===== src/rtl/cfg_window_pkg.sv =====
package cfg_window_pkg;

  // Result of the per-index write filter
  typedef enum logic [1:0] {
    WR_LOCKED = 2'd0,
    WR_FREE   = 2'd1,
    WR_MATCH  = 2'd2
  } wr_rule_e;

  function automatic wr_rule_e rule_of(input logic [7:0] idx);
    if (idx inside {[8'h00:8'hDF], 8'hE4, 8'hE5, [8'hE9:8'hED], 8'hF3, 8'hF5,
                    8'hF7, [8'hF9:8'hFB], [8'hFD:8'hFF]})
      return WR_LOCKED;
    else if (idx == 8'hE7 || idx == 8'hE8)
      return WR_MATCH;
    else
      return WR_FREE;
  endfunction

  // The only byte a match-locked register accepts
  function automatic logic [7:0] match_value(input logic [7:0] idx);
    return (idx == 8'hE7) ? 8'hFE : 8'hBE;
  endfunction

  function automatic logic [7:0] reset_value(input logic [7:0] idx);
    case (idx)
      8'hE0:   return 8'h3C;
      8'hE2:   return 8'h03;
      8'hE3:   return 8'hFC;
      8'hE6:   return 8'hDE;
      8'hE7:   return 8'hFE;
      8'hE8:   return 8'hBE;
      default: return 8'h00;
    endcase
  endfunction

endpackage


===== src/rtl/cfg_window_decode.sv =====
module cfg_window_decode #(
  parameter int ADDR_W = 16,
  parameter logic [ADDR_W-1:0] BASE_ADDR = 16'h03F0,
  parameter int EN_BIT = 1
) (
  input  logic              clk,
  input  logic              rst,
  input  logic              ctrl_we_i,
  input  logic [7:0]        ctrl_byte_i,
  input  logic [ADDR_W-1:0] addr_i,
  input  logic              wr_i,
  input  logic              rd_i,
  output logic              open_o,
  output logic              idx_wr_o,
  output logic              dat_wr_o,
  output logic              rd_hit_o,
  output logic              acc_hit_o
);
  localparam logic [ADDR_W-1:0] DATA_ADDR = BASE_ADDR + ADDR_W'(1);

  logic open_q;
  logic at_idx, at_dat;

  always_ff @(posedge clk) begin
    if (rst)            open_q <= 1'b0;
    else if (ctrl_we_i) open_q <= ctrl_byte_i[EN_BIT];
  end

  always_comb begin
    at_idx    = open_q && (addr_i == BASE_ADDR);
    at_dat    = open_q && (addr_i == DATA_ADDR);
    idx_wr_o  = wr_i && at_idx;
    dat_wr_o  = wr_i && at_dat;
    rd_hit_o  = rd_i && (at_idx || at_dat);
    acc_hit_o = (wr_i || rd_i) && (at_idx || at_dat);
  end

  assign open_o = open_q;


  open_follows_ctrl_chk: assert property (@(posedge clk) disable iff (rst)
    ctrl_we_i |=> (open_q == $past(ctrl_byte_i[EN_BIT])));


  closed_no_access_chk: assert property (@(posedge clk) disable iff (rst)
    !open_q |-> !(idx_wr_o || dat_wr_o || rd_hit_o));

endmodule


===== src/rtl/cfg_window_filter.sv =====
module cfg_window_filter
  import cfg_window_pkg::*;
#(
  parameter int IDX_W  = 8,
  parameter int DATA_W = 8
) (
  input  logic              dat_wr_i,
  input  logic [IDX_W-1:0]  idx_i,
  input  logic [DATA_W-1:0] wdata_i,
  output logic              mem_we_o
);
  wr_rule_e rule;

  always_comb begin
    rule = rule_of(8'(idx_i));
    unique case (rule)
      WR_FREE:  mem_we_o = dat_wr_i;
      WR_MATCH: mem_we_o = dat_wr_i && (8'(wdata_i) == match_value(8'(idx_i)));
      default:  mem_we_o = 1'b0;
    endcase
  end

endmodule


===== src/rtl/cfg_window_regfile.sv =====
module cfg_window_regfile
  import cfg_window_pkg::*;
#(
  parameter int IDX_W  = 8,
  parameter int DATA_W = 8
) (
  input  logic              clk,
  input  logic              rst,
  input  logic              we_i,
  input  logic [IDX_W-1:0]  idx_i,
  input  logic [DATA_W-1:0] wdata_i,
  output logic [DATA_W-1:0] rdata_o
);
  localparam int DEPTH = 1 << IDX_W;

  logic [DATA_W-1:0] mem [DEPTH];

  for (genvar g = 0; g < DEPTH; g++) begin : g_ent
    always_ff @(posedge clk) begin
      if (rst)
        mem[g] <= DATA_W'(reset_value(8'(g)));
      else if (we_i && (idx_i == IDX_W'(g)))
        mem[g] <= wdata_i;
    end


    ent_hold_chk: assert property (@(posedge clk) disable iff (rst)
      !(we_i && (idx_i == IDX_W'(g))) |=> $stable(mem[g]));
  end

  assign rdata_o = mem[idx_i];

endmodule


===== src/rtl/cfg_window_port.sv =====
module cfg_window_port
  import cfg_window_pkg::*;
#(
  parameter int ADDR_W = 16,
  parameter logic [ADDR_W-1:0] BASE_ADDR = 16'h03F0,
  parameter int IDX_W  = 8,
  parameter int DATA_W = 8
) (
  input  logic              clk,
  input  logic              rst,
  input  logic              ctrl_we_i,
  input  logic [7:0]        ctrl_byte_i,
  input  logic [ADDR_W-1:0] addr_i,
  input  logic              wr_i,
  input  logic [7:0]        wdata_i,
  input  logic              rd_i,
  output logic [7:0]        rdata_o,
  output logic              hit_o
);
  localparam logic [DATA_W-1:0] IDLE_READ = '1;

  logic open_w, idx_wr, dat_wr, rd_hit, acc_hit, mem_we;
  logic [IDX_W-1:0]  idx_q;
  logic [DATA_W-1:0] mem_rd;
  logic [DATA_W-1:0] rdata_q;
  logic              hit_q;

  cfg_window_decode #(.ADDR_W(ADDR_W), .BASE_ADDR(BASE_ADDR), .EN_BIT(1)) u_dec (
    .clk(clk), .rst(rst), .ctrl_we_i(ctrl_we_i), .ctrl_byte_i(ctrl_byte_i),
    .addr_i(addr_i), .wr_i(wr_i), .rd_i(rd_i), .open_o(open_w),
    .idx_wr_o(idx_wr), .dat_wr_o(dat_wr), .rd_hit_o(rd_hit), .acc_hit_o(acc_hit)
  );

  cfg_window_filter #(.IDX_W(IDX_W), .DATA_W(DATA_W)) u_flt (
    .dat_wr_i(dat_wr), .idx_i(idx_q), .wdata_i(DATA_W'(wdata_i)), .mem_we_o(mem_we)
  );

  cfg_window_regfile #(.IDX_W(IDX_W), .DATA_W(DATA_W)) u_rf (
    .clk(clk), .rst(rst), .we_i(mem_we), .idx_i(idx_q),
    .wdata_i(DATA_W'(wdata_i)), .rdata_o(mem_rd)
  );

  always_ff @(posedge clk) begin
    if (rst) begin
      idx_q   <= '0;
      rdata_q <= IDLE_READ;
      hit_q   <= 1'b0;
    end else begin
      if (idx_wr) idx_q <= IDX_W'(wdata_i);
      if (rd_i)   rdata_q <= rd_hit ? mem_rd : IDLE_READ;
      hit_q <= acc_hit;
    end
  end

  assign rdata_o = 8'(rdata_q);
  assign hit_o   = hit_q;


  idx_only_on_write_chk: assert property (@(posedge clk) disable iff (rst)
    !idx_wr |=> $stable(idx_q));


  hit_needs_strobe_chk: assert property (@(posedge clk) disable iff (rst)
    !(wr_i || rd_i) |=> !hit_o);


  match_reject_chk: assert property (@(posedge clk) disable iff (rst)
    (dat_wr && ((idx_q == IDX_W'(8'hE7) && wdata_i != 8'hFE) ||
                (idx_q == IDX_W'(8'hE8) && wdata_i != 8'hBE))) |-> !mem_we);


  closed_read_ff_chk: assert property (@(posedge clk) disable iff (rst)
    (rd_i && !open_w) |=> (rdata_o == 8'hFF && !hit_o));


  rdata_hold_chk: assert property (@(posedge clk) disable iff (rst)
    !rd_i |=> $stable(rdata_o));

endmodule


===== config.mk =====
export PLATFORM = sky130hd
export DESIGN_NAME = cfg_window_port
export DESIGN_NICKNAME = d
export VERILOG_FILES = /design/src/rtl/cfg_window_pkg.sv /design/src/rtl/cfg_window_decode.sv /design/src/rtl/cfg_window_filter.sv /design/src/rtl/cfg_window_regfile.sv /design/src/rtl/cfg_window_port.sv
export SDC_FILE = /design/constraint.sdc
export NUM_CORES = 2
export LEC_CHECK = 0
export ABC_AREA = 1
export ABC_CLOCK_PERIOD_IN_PS = 3900
export BUFFER_PORTS_ARGS = -buffer_cell sky130_fd_sc_hd__buf_2
export CORE_MARGIN = 2
export CORE_UTILIZATION = 25
export DETAILED_ROUTE_END_ITERATION = 16
export GPL_TIMING_DRIVEN = 0
export PLACE_DENSITY = 0.41
export SKIP_CTS_REPAIR_TIMING = 1
export SYNTH_ARGS = -nofsm -noshare
export SYNTH_HDL_FRONTEND = slang
export SYNTH_SLANG_ARGS = --single-unit

===== constraint.sdc =====
create_clock -name clk -period 3.9 [get_ports clk]
set_input_delay 0.195 -clock clk [delete_from_list [all_inputs] [get_ports clk]]
set_output_delay 0.195 -clock clk [all_outputs]
set_load 0.05 [all_outputs]

# Yosys cells after proc, flatten, opt, wreduce, memory -nomap -nowiden
# Memory sizes are Yosys's and may differ from the RTL's. A register that Yosys moved wholly into a read port is not among the register bits.
# Index checks and enable logic that the tools add are counted.
[word_totals]
reg_bits = 18
ram_bits = 2048
input_bits = 37
out_inout_bits = 9
n_memories = 1
[op_classes]
n_lt_le_gt_ge = 8
n_eq_ne = 260
mux = 1033
n_bitwise = 256
reduce_logical = 272
[memory_table]
columns = ["memory", "depth", "word_bits", "rd", "rd_clocked_by_memory_dff", "write_ports", "line", "text"]
rows = [
  ["u_rf.mem", 256, 8, 1, 1, 256, "cfg_window_regfile.sv:16", "logic [DATA_W-1:0] mem [DEPTH];"],
]
[ops]
columns = ["cell", "n"]
rows = [
  ["two-way mux 8 bit", 259],
  ["equality test 8 bit (second input constant)", 128],
  ["two-way mux 1 bit", 770],
  ["equality test 8 x 7 -> 1 bit (second input constant)", 64],
  ["logical AND 1 bit", 267],
  ["equality test 8 x 6 -> 1 bit (second input constant)", 32],
  ["bitwise OR 1 bit", 256],
  ["equality test 8 x 5 -> 1 bit (second input constant)", 16],
  ["equality test 8 x 4 -> 1 bit (second input constant)", 8],
  ["equality test 16 x 10 -> 1 bit (second input constant)", 2],
  ["equality test 8 x 3 -> 1 bit (second input constant)", 4],
  ["less-or-equal comparator 8 bit (second input constant)", 4],
  [">= comparator 8 bit (second input constant)", 3],
  ["equality test 8 x 2 -> 1 bit (second input constant)", 2],
  ["nonzero test 9 bit", 1],
  ["equality test 8 x 1 -> 1 bit (second input constant)", 1],
  ["equality test 8 bit", 1],
  [">= comparator 8 x 1 -> 1 bit (second input constant)", 1],
  ["zero test 8 bit", 1],
  ["two-way mux 7 bit", 1],
  ["two-way mux 2 bit", 2],
  ["logical OR 1 bit", 3],
  ["equality test 2 x 1 -> 1 bit (second input constant)", 1],
  ["equality test 2 bit (second input constant)", 1],
  ["case mux 1 bit (2 select lines)", 1],
]

# Depth between registers and ports, before layout
[logic_depth]
word_depth = 11
mapped_depth = 17
ltp_nobuf = 13

# Modules after synthesis
# Synthesis repeated with hierarchy kept, for this count alone.
[unflattened]
hier_cells = 10829
area_unflattened_um2 = 96854.1
[by_module_without_submodules]
columns = ["module", "n_inst", "cells_each", "area_each_um2"]
rows = [
  ["cfg_window_regfile", 1, 10680, 95922.0],
  ["cfg_window_port", 1, 89, 644.4],
  ["cfg_window_filter", 1, 31, 148.9],
  ["cfg_window_decode", 1, 29, 138.9],
]

# Worst setup path before layout
# No wires, ideal clock.
[synth_path]
path_kind = "register -> register"
startpoint = "reg idx_q[3]"
endpoint = "mem u_rf.mem[232][0], enable pin"
setup_time_ns = 0.374
arrival_time_ns = 1.856
t_required_ns = 3.526
slack_ns = 1.670
path_stages_with_launch = 13
synth_period_minus_slack_ns = 2.230
cell_sequence = "dfxtp_1 > inv_1 > nand2_2 > nor2_1 > nand2_1 > xor2_1 > nand4_1 > o21ai_1 > nand2_1 > nor2_4 > buf_6 > inv_1 > o21ai_1"
[synth_lines]
columns = ["item", "line", "text"]
rows = [
  ["start, declared", "cfg_window_port.sv:23", "logic [IDX_W-1:0] idx_q;"],
  ["start signal, assigned", "cfg_window_port.sv:49", "if (idx_wr) idx_q <= IDX_W'(wdata_i);"],
  ["end, declared", "cfg_window_regfile.sv:16", ""],
]

==> results.yml <==
sta:
  worst_pin_slew_ns: 1.66
  max_slew_margin: -0.107
  fin_ws_ns: -0.0983
  period_minus_slack_ns: 4.00
  max_freq_mhz: 250
  skew_ns: 0.0988
  rsz0062_at_grt: "true"
  setup_violations: 8
  final-max-slew-violation-count: 11
  final-hold-violation-count: 0
  finalCritPeriodShare: 1.03
worst_setup_path:
  crit_fanout: 10
  path_cells: "buf_2 > inv_1 > buf_2 > clkbuf_1 > nand3_1 > nand3_1 > nand3_1 > nand3_1 > nand3_1 > nand3_1 > nand2_1 > nand2_1 > nand2_1 > nand2_1"
  worst-path-buf-inv: 4
  slowest_stage: "clkbuf_1"
  slowest_delay_ns: 0.96
  crit_type: "flip-flop to flip-flop"
  worstPathRequired_ns: 4.76
  cp.depth: 14
  endpoint_kind: "flip-flop"
  cp_top_family: "simple AND/OR/NAND/NOR gates"
  reg2reg_depth: 14
  cp-start-kind: "flip-flop"
  crit_top_cell: "nand3_1"
  critPathArrivalTime_ns: 4.86
global_routing:
  gr-usage-all-layers: 0.220
  grt_pass1_vias: 58100
  antenna_found_initial: 29
  grt_remaining_overflow: 0
  grt_pass1_wl_um: 507000
  grt_start_max_net_pins: 17
synthesis:
  yosysSeqAreaShare: 0.734
  avgSynthCellArea_um2: 11.7
  syn_area_um2: 84500
  yosysMostFrequentCell: "nand2_1"
  synth.area.top_cells: "edfxtp_1 73%, nand3_1 12%, nand2_1 9.4%, buf_2 1.9%, clkbuf_1 1.6%"
  synth_commonest_cells: "2117 x nand2_1, 2048 x edfxtp_1, 2043 x nand3_1"
  yosysWarnings: 0
  synth_edf_count: 2048
  yosysTopAreaCell: "edfxtp_1"
  ys_types: 32
  yosysTopAreaCellShare: 0.728
  ys_ff_latch: 2074
  async_flop_share: 0
  ys.flop_type: "edfxtp_1"
  netlist_instances: 7189
final_layout:
  layout.cells.non_filler: 14100
  area_growth_pct: 24.5
  drive_gt1_frac: 0.0785
  finalInstanceArea_um2: 105000
  num-fill-cells: 34800
  fin_nets: 9459
clock_network:
  clk-insertion-delay-late_ns: 0.94
  htree_levels: 4
  cts_max_path_buffers: 4
  cts_root_buf: "clkbuf_16"
  cts_made_buffers: 234
  clkTransAtPathRegs_ns: 0.07
  tritoncts: "done"
  clock_sinks: 2074
pwr:
  leakage_nw: 41.1
  powerDensity_nw_per_um2: 479
  ir_drop_mv: 0.351
floorplan:
  dieWidth_um: 585
  coreArea_um2: 336000
  die_y_um: 585
  rows: 213
  io_pins: 46
  start_util: 0.251
  die-area_um2: 343000
route:
  first_pass_iters: 7
  ant_nets: 0
  wl_um: 384000
  dr.first_iter.drc_count: 7349
  num_vias: 62200
  routedWlPerCell_um: 27.2
  drc: 0
  via_per_inst: 4.40
hold_path:
  hold_depth: 4
  hold_path_startpoint: "ctrl_byte_i[1]"
  hp-class: "input pin to flip-flop"
placement:
  port_buffers: 37
  place_area_um2: 97700
  dp.cells: 13700
  place_hpwl_um: 276000
  post-place-ws_ns: -0.700
  globalplace.congestion: 0.983
outcome:
  failed_checks: "capacitance limit, slew limit, setup timing"
  status: "finished with violations"
flow_run:
  maxCapViolCount: 1
[cell type report]
| type | instances | area, µm² | share of cell area |
|---|---|---|---|
| multi-input combinational | 6283 | 26400 | 0.251 |
| clock buffer | 297 | 6130 | 0.0583 |
| inverter | 30 | 115 | 0.00109 |
| tap | 4515 | 5650 | 0.0537 |
| antenna | 6 | 15.0 | 0.000143 |
| buffer | 736 | 3390 | 0.0323 |
| timing repair buffer | 63 | 510 | 0.00485 |
| clock inverter | 116 | 945 | 0.00898 |
| sequential | 2074 | 62000 | 0.590 |
[cells by family after synthesis]
kind of cell / share of synthesized area
and+or+nand+nor: 0.224
xor gates and xnor gates: 0.000104
other: 0.0000889
buffers and inverters: 0.0396
AOI/OAI and AO/OA: 0.00166
DFF: 0.734
[placed cells by master (no fill, tap or decap), drive strengths merged, types with 2 or more instances in the layout]
cell           netlist  layout
diode                0       6
dfxtp               26      26
bufinv               0      14
nand3             2048    2048
dlygate4sd3          0      20
nor3b                2       2
clkdlybuf4s15        0       3
nand4               21      21
nor2               114     114
inv                 30      31
edfxtp            2048    2048
a21oi               11      11
o21ai               14      14
nor3                 3       3
clkinv               0     100
conb                 2    1936
buf                371     379
clkbuf             365     694
nor4                 2       2
or2                 11      11
nand2             2118    2118
[per-stage QoR]
stage                     setup TNS [ns]   util  hold slack [ns]  total power [mW]
after CTS                          -4.52  0.312           -0.622              50.6
final                             -0.501  0.313           0.0417              50.4
after global placement            -61.07  0.290            0.398              29.3
after floorplan                        0      -            0.290              28.4
after global routing             -0.0726  0.313           0.0561              51.8
after detailed placement           -4.51  0.290            0.396              29.4
[sequential cells by signal, indices dropped and copies added, names as in the netlist, named ones only]
name and cells:
rdata_o 8, hit_o 1, u_dec.open_o 1, u_rf.mem 2048, idx_q 8
[power by group]
group          leakage (nW)  switching, mW  internal [mW]
Sequential             20.2          0.497           26.4
Clock                  3.46           9.41           11.9
Combinational          17.4           1.64          0.474
Total                  41.1           11.5           38.8
[final timing paths]
path	to	slack (ns)
max	rdata_o[2]	-0.1
min	u_dec.open_o	0.04
max reg2reg	rdata_o[2]	-0.1
min reg2reg	rdata_o[5]	0.53
[worst reg2reg max path, delay by kind of cell, from the launching register on]
family | cells | cell delay (ns)
buf+inv | 4 | 1.57
simple gates | 10 | 1.93
flops | 1 | 0.42
[layer usage]
| metal | track usage | wire length [µm] |
|---|---|---|
| met1 | 0.304 | 166000 |
| met5 | 0 | 79 |
| met3 | 0.0359 | 29700 |
| met4 | 0.0879 | 17200 |
| met2 | 0.344 | 171000 |
(Power assumes the default switching activity.)
